$ cat src/rtl/memgap_pkg.sv
// Package: shared constants for the memory gap decoder.
// Assumes one configuration word per register and 1 Mbyte granularity.
package memgap_pkg;
    localparam int MB_SHIFT      = 20;  // byte address bits inside one Mbyte
    localparam int SZ_CODE_W     = 3;   // width of a gap size code
    localparam int MAX_SIZE_CODE = 5;   // code 5 = 32 Mbytes, larger is invalid
    localparam int SEL_W         = 3;   // width of the register select
    localparam int GAP_COUNT     = 3;   // low, middle, high
    localparam int SEL_TOP       = 3;   // select value of the top/reclaim word
endpackage

$ cat src/rtl/memgap_cfg_regs.sv
// Configuration register file: one word per gap plus a top-of-memory word.
// Word layout: [MB_W-1:0] Mbyte value, [MB_W+2:MB_W] size code, [MB_W+3] enable.
// Assumes a single write port; selects outside 0..GAP_N are ignored.
module memgap_cfg_regs
    import memgap_pkg::*;
#(
    parameter int MB_W  = 12,
    parameter int GAP_N = GAP_COUNT,
    localparam int CFG_W = MB_W + SZ_CODE_W + 1
) (
    input  logic                 clk,
    input  logic                 rst_n,
    input  logic                 we,
    input  logic [SEL_W-1:0]     sel,
    input  logic [CFG_W-1:0]     wdata,
    output logic [MB_W-1:0]      gap_base [GAP_N],
    output logic [SZ_CODE_W-1:0] gap_code [GAP_N],
    output logic                 gap_en   [GAP_N],
    output logic [MB_W-1:0]      top_mb,
    output logic                 reclaim_en
);
    localparam int EN_BIT = CFG_W - 1;

    for (genvar g = 0; g < GAP_N; g++) begin : g_gap
        // Load one gap word when its select is written.
        always_ff @(posedge clk) begin
            if (!rst_n) begin
                gap_base[g] <= '0;
                gap_code[g] <= '0;
                gap_en[g]   <= 1'b0;
            end else if (we && sel == SEL_W'(g)) begin
                gap_base[g] <= wdata[MB_W-1:0];
                gap_code[g] <= wdata[MB_W +: SZ_CODE_W];
                gap_en[g]   <= wdata[EN_BIT];
            end
        end
    end

    // Load the top-of-memory word; its size-code field is unused.
    always_ff @(posedge clk) begin
        if (!rst_n) begin
            top_mb     <= '0;
            reclaim_en <= 1'b0;
        end else if (we && sel == SEL_W'(GAP_N)) begin
            top_mb     <= wdata[MB_W-1:0];
            reclaim_en <= wdata[EN_BIT];
        end
    end

    logic unused_code;
    assign unused_code = ^wdata[MB_W +: SZ_CODE_W];
endmodule

$ cat src/rtl/memgap_window.sv
// One gap window: match test, rule check, end address and hidden DRAM amount.
// All quantities are in Mbytes. Assumes top_mb is the installed DRAM size.
module memgap_window
    import memgap_pkg::*;
#(
    parameter int MB_W = 12,
    localparam int EW  = MB_W + 3
) (
    input  logic [MB_W-1:0]      addr_mb,
    input  logic [MB_W-1:0]      base,
    input  logic [SZ_CODE_W-1:0] code,
    input  logic                 en,
    input  logic [MB_W-1:0]      top_mb,
    output logic                 hit,
    output logic                 active,
    output logic                 bad,
    output logic [EW-1:0]        end_mb,
    output logic [EW-1:0]        hidden_mb
);
    logic            valid;
    logic [MB_W-1:0] mask;
    logic [EW-1:0]   base_x, top_x, size_x, lim_x;

    // Decode the size code into a low-bit mask and a size.
    always_comb begin
        valid  = code <= SZ_CODE_W'(MAX_SIZE_CODE);
        mask   = valid ? ((MB_W'(1) << code) - MB_W'(1)) : '0;
        size_x = EW'(mask) + EW'(1);
        base_x = EW'(base);
        top_x  = EW'(top_mb);
        end_mb = base_x + size_x;
    end

    // Match the address and flag broken placement of this gap.
    always_comb begin
        active = en && valid;
        hit    = active && ((addr_mb & ~mask) == (base & ~mask));
        bad    = en && (!valid || (base & mask) != '0 || base == '0);
    end

    // Amount of DRAM this gap covers below the top of memory.
    always_comb begin
        lim_x     = (end_mb < top_x) ? end_mb : top_x;
        hidden_mb = (active && base_x < top_x) ? (lim_x - base_x) : '0;
    end
endmodule

$ cat src/rtl/memgap_reclaim.sv
// Reclaim window: maps Mbytes just above the top of memory onto DRAM hidden
// under the gaps, filling gaps in index order. Assumes gaps are ordered.
module memgap_reclaim
    import memgap_pkg::*;
#(
    parameter int MB_W  = 12,
    parameter int GAP_N = GAP_COUNT,
    localparam int EW   = MB_W + 3
) (
    input  logic [MB_W-1:0] addr_mb,
    input  logic [MB_W-1:0] top_mb,
    input  logic            reclaim_en,
    input  logic [MB_W-1:0] gap_base  [GAP_N],
    input  logic [EW-1:0]   hidden_mb [GAP_N],
    output logic            in_win,
    output logic [MB_W-1:0] xl_mb
);
    logic [EW-1:0] off;
    logic [EW-1:0] total;

    // Walk the gaps, tracking the prefix sum of hidden Mbytes.
    always_comb begin
        logic [EW-1:0] acc;
        off   = EW'(addr_mb) - EW'(top_mb);
        acc   = '0;
        xl_mb = '0;
        for (int i = 0; i < GAP_N; i++) begin
            if (off >= acc && off < acc + hidden_mb[i]) begin
                xl_mb = MB_W'(EW'(gap_base[i]) + off - acc);
            end
            acc = acc + hidden_mb[i];
        end
        total = acc;
    end

    // The window is open only with reclaim on and above the top of memory.
    always_comb begin
        in_win = reclaim_en && (addr_mb >= top_mb) && (off < total);
    end
endmodule

$ cat src/rtl/memgap_decoder.sv
// Top of the memory gap decoder: registers the configuration, runs three gap
// windows and the reclaim window, and merges them into PCI/DRAM decisions.
// Assumes byte addresses; decode is combinational on addr.
module memgap_decoder
    import memgap_pkg::*;
#(
    parameter int ADDR_W = 32,
    localparam int MB_W  = ADDR_W - MB_SHIFT,
    localparam int EW    = MB_W + 3,
    localparam int CFG_W = MB_W + SZ_CODE_W + 1
) (
    input  logic              clk,
    input  logic              rst_n,
    input  logic              cfg_we,
    input  logic [SEL_W-1:0]  cfg_sel,
    input  logic [CFG_W-1:0]  cfg_wdata,
    input  logic [ADDR_W-1:0] addr,
    output logic              pci_hit,
    output logic              dram_hit,
    output logic [ADDR_W-1:0] dram_addr,
    output logic              cfg_err
);
    localparam int GAP_N = GAP_COUNT;

    logic [MB_W-1:0]      gap_base  [GAP_N];
    logic [SZ_CODE_W-1:0] gap_code  [GAP_N];
    logic                 gap_en    [GAP_N];
    logic [MB_W-1:0]      top_mb;
    logic                 reclaim_en;
    logic [GAP_N-1:0]     hit, active, bad;
    logic [EW-1:0]        end_mb    [GAP_N];
    logic [EW-1:0]        hidden_mb [GAP_N];
    logic [MB_W-1:0]      addr_mb, xl_mb;
    logic                 in_win, below_top, order_bad;

    assign addr_mb = addr[ADDR_W-1:MB_SHIFT];

    memgap_cfg_regs #(.MB_W(MB_W), .GAP_N(GAP_N)) u_regs (
        .clk        (clk),
        .rst_n      (rst_n),
        .we         (cfg_we),
        .sel        (cfg_sel),
        .wdata      (cfg_wdata),
        .gap_base   (gap_base),
        .gap_code   (gap_code),
        .gap_en     (gap_en),
        .top_mb     (top_mb),
        .reclaim_en (reclaim_en)
    );

    for (genvar g = 0; g < GAP_N; g++) begin : g_win
        memgap_window #(.MB_W(MB_W)) u_win (
            .addr_mb   (addr_mb),
            .base      (gap_base[g]),
            .code      (gap_code[g]),
            .en        (gap_en[g]),
            .top_mb    (top_mb),
            .hit       (hit[g]),
            .active    (active[g]),
            .bad       (bad[g]),
            .end_mb    (end_mb[g]),
            .hidden_mb (hidden_mb[g])
        );
    end

    memgap_reclaim #(.MB_W(MB_W), .GAP_N(GAP_N)) u_reclaim (
        .addr_mb    (addr_mb),
        .top_mb     (top_mb),
        .reclaim_en (reclaim_en),
        .gap_base   (gap_base),
        .hidden_mb  (hidden_mb),
        .in_win     (in_win),
        .xl_mb      (xl_mb)
    );

    // Check that every enabled gap ends before any later enabled gap starts.
    always_comb begin
        order_bad = 1'b0;
        for (int i = 0; i < GAP_N; i++) begin
            for (int j = i + 1; j < GAP_N; j++) begin
                if (active[i] && active[j] && end_mb[i] > EW'(gap_base[j])) begin
                    order_bad = 1'b1;
                end
            end
        end
    end

    // Merge gap, plain DRAM and reclaim decisions; gaps take priority.
    always_comb begin
        below_top = addr_mb < top_mb;
        pci_hit   = |hit;
        dram_hit  = !pci_hit && (below_top || in_win);
        if (!dram_hit)      dram_addr = '0;
        else if (below_top) dram_addr = addr;
        else                dram_addr = {xl_mb, addr[MB_SHIFT-1:0]};
        cfg_err   = (|bad) || order_bad;
    end
endmodule

$ cat config.mk
export PLATFORM = sky130hd
export DESIGN_NAME = memgap_decoder
export DESIGN_NICKNAME = d
export VERILOG_FILES = /design/src/rtl/memgap_pkg.sv /design/src/rtl/memgap_cfg_regs.sv /design/src/rtl/memgap_window.sv /design/src/rtl/memgap_reclaim.sv /design/src/rtl/memgap_decoder.sv
export SDC_FILE = /design/constraint.sdc
export NUM_CORES = 1
export LEC_CHECK = 0
export BUFFER_PORTS_ARGS = -buffer_cell sky130_fd_sc_hd__buf_2
export CAP_MARGIN = 20
export CORE_MARGIN = 2
export CORE_UTILIZATION = 58
export CTS_CLUSTER_DIAMETER = 150
export CTS_CLUSTER_SIZE = 20
export DETAILED_ROUTE_END_ITERATION = 6
export GPL_TIMING_DRIVEN = 0
export PLACE_DENSITY_LB_ADDON = 0.1
export SYNTH_ARGS = -nofsm -noshare
export SYNTH_HDL_FRONTEND = slang
export SYNTH_SLANG_ARGS = --single-unit
$ cat constraint.sdc
create_clock -name clk -period 12.1 [get_ports clk]
set_input_delay 2.42 -clock clk [delete_from_list [all_inputs] [get_ports clk]]
set_output_delay 2.42 -clock clk [all_outputs]
set_load 0.01 [all_outputs]
==> run metrics, run 1 <==
DP Area 15400 µm²; xor/xnor share of the synthesized area about a tenth; Antenna Cells 0; die area between 20000 and 30000 µm²; clock buffer depth 2; first-pass GRT wire length slightly above 80000 µm; fin crit share 109%; EDFF count, synth 0; Async S/R FF share, synth 0%; simple-gate share of the synthesized area around a fifth; RR Startpoint u_regs.gap_code[5]$_SDFFE_PN0P_; ratio of cells with drive above 1 in the final layout between 10% and 20%; endpoint with the worst hold slack u_regs.gap_en[2]$_SDFFE_PN0P_; DRC 0; worst skew pair latency ~0.33 ns; vias in the first global route 14.4k; CP Capture Type primary output; Hold Violations, Final 0; synthesized area per cell slightly below 8 µm²; Synth Instances between 1.5k and 2k; Max Transition Viols Final 0; Max Clock Freq between 70 and 80 MHz; largest net degree at the start of global routing 12; Final WS setup -1.06 ns; library cells used by synthesis 85; CP Launch Type register; Hold Buf Count CTS 0; drt total wl between 50000 and 60000 µm; Cell Rows 57; total track usage 40.5%; TritonCTS clock tree done; post-synthesis mux area share 3.37%; Hold Crit Start u_regs.gap_en[2]$_SDFFE_PN0P_; clk sink count 61; storage element area 1230 µm²; GRT Residual Overflow 0; status finished, violations left; unrepaired setup endpoints after global routing true; initial DRC count 1291; #FFs+latches synth 61; Avg WL per Cell around 23 µm; r2r setup slk 10.83 ns; Multi-input gate area about 13000 µm²; # port buffers 88; adder-cell share of the synthesized area a little under a third; Worst Setup SP u_regs.gap_code[7]$_SDFFE_PN0P_; critical path fanouts, max 5; reg2reg end u_regs.gap_code[5]$_SDFFE_PN0P_; antenna violations before repair 1; Final Wtd Congestion between 1 and 1.5; Setup CP Type register to primary output; Worst-path clk slew roughly 0.050 ns; slowest stage cell on the critical path fa_2; Syn-to-layout area delta 20.0%; DR pass1 iterations 6; Setup Viol. Count Final 33; crit-path leading delay family compound AO/OA/AOI/OAI gates; Core Footprint roughly 24000 µm²; final instance area roughly 17000 µm²; maxcap violations 0; Worst VDD drop 0.161 mV; area of the mapped netlist 14300 µm²; Worst EP arrival between 10 and 15 ns; Static Leak slightly below 8 nW; Final ANT Viol Nets 0; predominant post-synthesis flop cell dfxtp_1; synth warn 0; DP Wirelength roughly 42000 µm; complex-gate fraction of the synthesized area 23.9%; setup_tns -32.88 ns; Initial Utilization 59.0%; die width ~160 µm; Seq/Total Area, Yosys 8.51%; clock skew 0 ns; PwrDens approximately 78 nW/µm²; final net count about 2.4k; r2r worst-path depth 3; CP required 9.68 ns; failing checks negative setup slack; HP Class register to register; Worst Hold Depth 2; slew margin rel. a little over a quarter; via count between 10k and 15k; Worst-Margin Slew ~1.1 ns; H-Tree Depth 3; Worst path max stage delay between 0.3 and 0.4 ns; CP bufs+invs 9; Period minus WS final around 13 ns; drt via density ~6.3; fill count just over 2k; root buffer cell clkbuf_16; Num CTS Buffers 9; largest family of logic cells by synthesized area adder cells; Chip Height roughly 160 µm; I/O pin total 89
[worst max-delay path by stage]
stage               endpoint  slack (ns)  depth (start not counted)
2_1_floorplan  dram_addr[23]        0.02                         55
3_3_place_gp   dram_addr[30]       -1.81                         54
3_5_place_dp    dram_addr[8]       -1.96                         54
4_1_cts        dram_addr[23]       -0.96                         54
5_1_grt        dram_addr[27]       -1.46                         58
6_report       dram_addr[23]       -1.06                         55
[sequential cells by signal, summed over array words and instances, names as in the netlist]
name               count
u_regs.gap_code        9
u_regs.gap_en          3
u_regs.reclaim_en      1
u_regs.top_mb         12
u_regs.gap_base       36
[power by group]
part | switching [W] | internal, W | total, W
Sequential | 0.0000164 | 0.000205 | 0.000222
Combinational | 0.000472 | 0.000385 | 0.000858
Clock | 0.0000902 | 0.000179 | 0.000269
Total | 0.000579 | 0.000769 | 0.00135
[worst reg2reg max path, delay by kind of cell, from the launching register on]
kind | cells | cell delay (ns)
compound gates | 1 | 0.24
buf+inv | 1 | 0.44
simple gates | 1 | 0.08
flops | 1 | 0.40
[cells by family (layout without fill, tap and decap cells)]
| logic type | after synthesis | count (layout) |
|---|---|---|
| simple gates | 569 | 569 |
| compound gates | 503 | 503 |
| fa+ha+maj | 333 | 333 |
| buf+inv | 196 | 383 |
| xor+xnor | 153 | 153 |
| flops | 61 | 61 |
| mux | 42 | 42 |
| other cells | 1 | 9 |
[layout by cell type, fill, tap and decap left out, types with 64 or more instances in the layout]
cell	n
nor2_1	100
xnor2_1	89
a21oi_1	85
nand2_1	214
a21boi_0	64
buf_4	77
buf_2	89
o21ai_0	68
ha_1	281
inv_1	151
[cell type report]
| class | count | share of cell area (%) |
|---|---|---|
| flip-flops and latches | 61 | 7.16 |
| inverters | 157 | 3.44 |
| repair buffers | 171 | 6.50 |
| multi-input cells | 1609 | 77.4 |
| clock inverters | 7 | 0.523 |
| plain buffers | 38 | 1.30 |
| clock buffers | 9 | 1.31 |
| well taps | 324 | 2.36 |
| repair inverters | 1 | 0.0436 |
[per-stage QoR]
stage	utilization [%]	cells	hold slack, ns	total power, W	setup slack, ns
6_report	70.8	2377	0.520	0.00135	-1.06
5_1_grt	70.8	2377	0.562	0.00143	-1.46
4_1_cts	69.3	2359	0.527	0.00131	-0.961
3_5_place_dp	63.5	2279	0.519	0.000969	-1.96
3_3_place_gp	63.4	2278	0.512	0.000953	-1.81
2_1_floorplan	-	1866	0.444	0.000778	0.0233
[synth_stat cells (6+ instances only)]
cell type	count	area [µm²]
ha_1	301	3770
nand2_1	223	837
inv_1	156	586
a21oi_1	108	541
nor2_1	104	390
xnor2_1	97	850
o21ai_0	83	415
a21boi_0	67	503
a21o_1	62	465
dfxtp_1	61	1220
xor2_1	55	482
nor3_1	46	230
nor2b_1	36	225
clkbuf_1	34	128
fa_1	32	641
nand3_1	31	155
nand2b_1	27	169
and2_1	26	163
a211oi_1	25	188
o21a_1	19	143
o21bai_1	19	143
mux2_2	16	180
nand4_1	16	100
o211ai_1	15	113
nor4_1	13	81.3
and3_1	12	75.1
mux2i_1	12	120
a31oi_1	11	68.8
or3_1	10	62.6
o31ai_1	8	60.1
or2_2	8	50.1
a221oi_1	7	61.3
mux2_1	7	78.8
mux2_4	7	105
nor3b_1	7	52.6
a2111oi_0	6	52.6
o2111ai_1	6	52.6
[layer usage]
layer | vias up | share of wire [%] | GRT usage (%)
li1 | 7021 | - | -
met1 | 6969 | 40 | 51.4
met2 | 723 | 44 | 65.5
met3 | 200 | 9.1 | 5.16
met4 | 2 | 7.3 | 24.8
met5 | - | 0.019 | 0
[timing repair]
item,in CTS,in global routing
endpoints found under the setup margin,33,33
cloned,4,0
resized for setup,123,55
pin swaps,68,65
buffers inserted,61,20
Power figures use the tool's default switching activity.
==> inputs of run 2 (changes only) <==
--- a/config.mk
+++ b/config.mk
@@ -8,7 +8,7 @@
 export BUFFER_PORTS_ARGS = -buffer_cell sky130_fd_sc_hd__buf_2
 export CAP_MARGIN = 20
 export CORE_MARGIN = 2
-export CORE_UTILIZATION = 58
+export CORE_UTILIZATION = 59
 export CTS_CLUSTER_DIAMETER = 150
 export CTS_CLUSTER_SIZE = 20
 export DETAILED_ROUTE_END_ITERATION = 6
@@ -16,4 +16,5 @@
 export PLACE_DENSITY_LB_ADDON = 0.1
 export SYNTH_ARGS = -nofsm -noshare
 export SYNTH_HDL_FRONTEND = slang
+export SYNTH_HIERARCHICAL = 1
 export SYNTH_SLANG_ARGS = --single-unit
==> run metrics, run 2 <==
failing checks negative setup slack; Setup CP Type register to primary output; Max Transition Viols Final 0 (unchanged); PwrDens 72.9 nW/µm² (-7.0%); storage element area 1240 µm² (+0.51%); die area 29200 µm² (+12%); CP required 9.68 ns (about the same); DR pass1 iterations 7 (+1); Period minus WS final 13.11 ns (-0.0519 ns); largest net degree at the start of global routing 14 (+2); Antenna Cells 0 (unchanged); Num CTS Buffers 9 (unchanged); critical path fanouts, max 6 (+1); synth warn 6 (+6); die width 171 µm (+5.9%); most frequent cells in the layout 320 x ha_1, 253 x inv_1, 195 x nand2_1; clock skew 0 ns (unchanged); Placed Instances 2607 (+14%); r2r setup slk 10.85 ns (+0.02 ns); Worst EP arrival 10.69 ns (-0.05 ns); Final Wtd Congestion 1.05 (-1.4%); worst skew pair latency 0.33 ns (about the same); CP Launch Type register; hold_ws 0.489 ns (-0.0302 ns); Finished Layout Cells 2703 (+14%); root buffer cell clkbuf_16; clock buffer depth 2 (unchanged); via count 17.2k (+15%); DP Wirelength 45300 µm (+7.3%); ratio of cells with drive above 1 in the final layout 19.6% (+0.33 points); Avg WL per Cell 22.6 µm (-0.48%); Initial Utilization 59.5% (+0.46 points); Biggest register u_regs/gap_base; pre-CTS setup slack -1.95 ns (+0.0146 ns); Hold Violations, Final 0 (unchanged); Final Util 71.8% (+1.0 points); DRC 0 (unchanged); maxcap violations 0 (unchanged); drt total wl 61000 µm (+13%); vias in the first global route 15.7k (+9.3%); Worst-path clk slew 0.05 ns (about the same); max reg flops 36 (unchanged); total track usage 40.1% (-0.41 points); GRT Residual Overflow 0 (unchanged); most common cell after layout, fill and taps aside ha_1; Worst VDD drop 0.124 mV (-23%); antenna violations before repair 0 (-1); Synth Instances 2119 (+14%); CP Capture Type primary output; Pwr Total 0.00145 W (+7.2%); Worst path max stage delay 0.60 ns (+0.21 ns); I/O pin total 89 (unchanged); unrepaired setup endpoints after global routing true; Worst-Margin Slew 1.12 ns (+0.0181 ns); slew margin rel. 24.8% (-1.6 points); TritonCTS clock tree done; Final ANT Viol Nets 0 (unchanged); Final WS setup -1.01 ns (+0.0519 ns); Cell Rows 61 (+7.0%); fin crit share 108% (-0.43 points); final net count 2751 (+13%); # port buffers 87 (-1.1%); initial DRC count 1764 (+37%); HP Class register to register; synthesized area per cell 7.75 µm² (+0.40%); first-pass GRT wire length 88800 µm (+10%); Core Footprint 27600 µm² (+14%); fill count 2260 (+9.8%); slowest stage cell on the critical path xnor2_1; Static Leak 9.08 nW (+16%); Setup Viol. Count Final 33 (unchanged); H-Tree Depth 3 (unchanged); Hold Buf Count CTS 0 (unchanged); area of the mapped netlist 16400 µm² (+15%); most used cell, CP ha_4; drt via density 6.35 (+1.3%); Regs by FF count u_regs/gap_base: 36 flops, u_regs/top_mb: 12 flops, u_regs/gap_code: 9 flops; Max Clock Freq 76.3 MHz (+0.40%); Multi-input gate area 15200 µm² (+14%); status finished, violations left; Chip Height 171 µm (+5.9%); clk sink count 61 (unchanged); Syn-to-layout area delta 20.8%
[run 2: critical path, delay by kind of cell, from the launching register on]
kind                     cells  cell delay, ns
AND/OR/NAND/NOR             14            1.96
flip-flops                   1            0.36
AO/OA/AOI/OAI               15            3.09
adder cells (fa/ha/maj)      8            2.42
multiplexers                 1            0.29
XOR/XNOR                     5            1.48
buffers and inverters        6            0.71
[run 2: report_power, final]
| part | switching (W) | total, W | internal, W |
|---|---|---|---|
| clock network | 0.0000904 | 0.000303 | 0.000213 |
| registers | 0.0000204 | 0.000225 | 0.000205 |
| logic | 0.000510 | 0.000917 | 0.000407 |
[run 2: per-layer routing]
metal  vias to the layer above  global-route usage [%]  routed length [µm]
li1                       7968                       -                   -
met3                       228                    6.32                5780
met4                         0                    24.0                4010
met5                         -                       0                   0
met2                       938                    61.7               26200
met1                      8041                    52.8               25000
[run 2: area by class of cell]
cell class | instances | share of cell area [%]
multi-input cells | 1773 | 76.7
clock buffers | 11 | 1.27
clock inverters | 5 | 0.536
plain buffers | 47 | 1.75
flip-flops and latches | 61 | 6.24
well taps | 378 | 2.38
inverters | 256 | 4.84
repair buffers | 172 | 6.23
[run 2: path summary, 6_finish.rpt]
path                            cells past startpoint                             start                          endpoint
worst min-delay path                                2     u_regs/gap_en[0]$_SDFFE_PN0P_     u_regs/gap_en[0]$_SDFFE_PN0P_
worst min register to register                      2     u_regs/gap_en[0]$_SDFFE_PN0P_     u_regs/gap_en[0]$_SDFFE_PN0P_
worst max-delay path                               49   u_regs/gap_code[4]$_SDFFE_PN0P_                     dram_addr[14]
worst max register to register                      2  u_regs/gap_base[20]$_SDFFE_PN0P_  u_regs/gap_base[20]$_SDFFE_PN0P_
[run 2: stage by stage]
stage               setup TNS, ns  instance area [µm²]
floorplan                       0                16600
global placement           -57.47                17500
detailed placement         -59.56                17500
CTS                        -24.70                18900
global route               -39.97                19800
finish                     -32.14                19800
[run 2: what timing repair did]
item	in CTS	in global routing
cloned	2	1
endpoints found under the setup margin	33	33
pin swaps	71	109
gates resized for setup	124	147
setup buffers	54	27
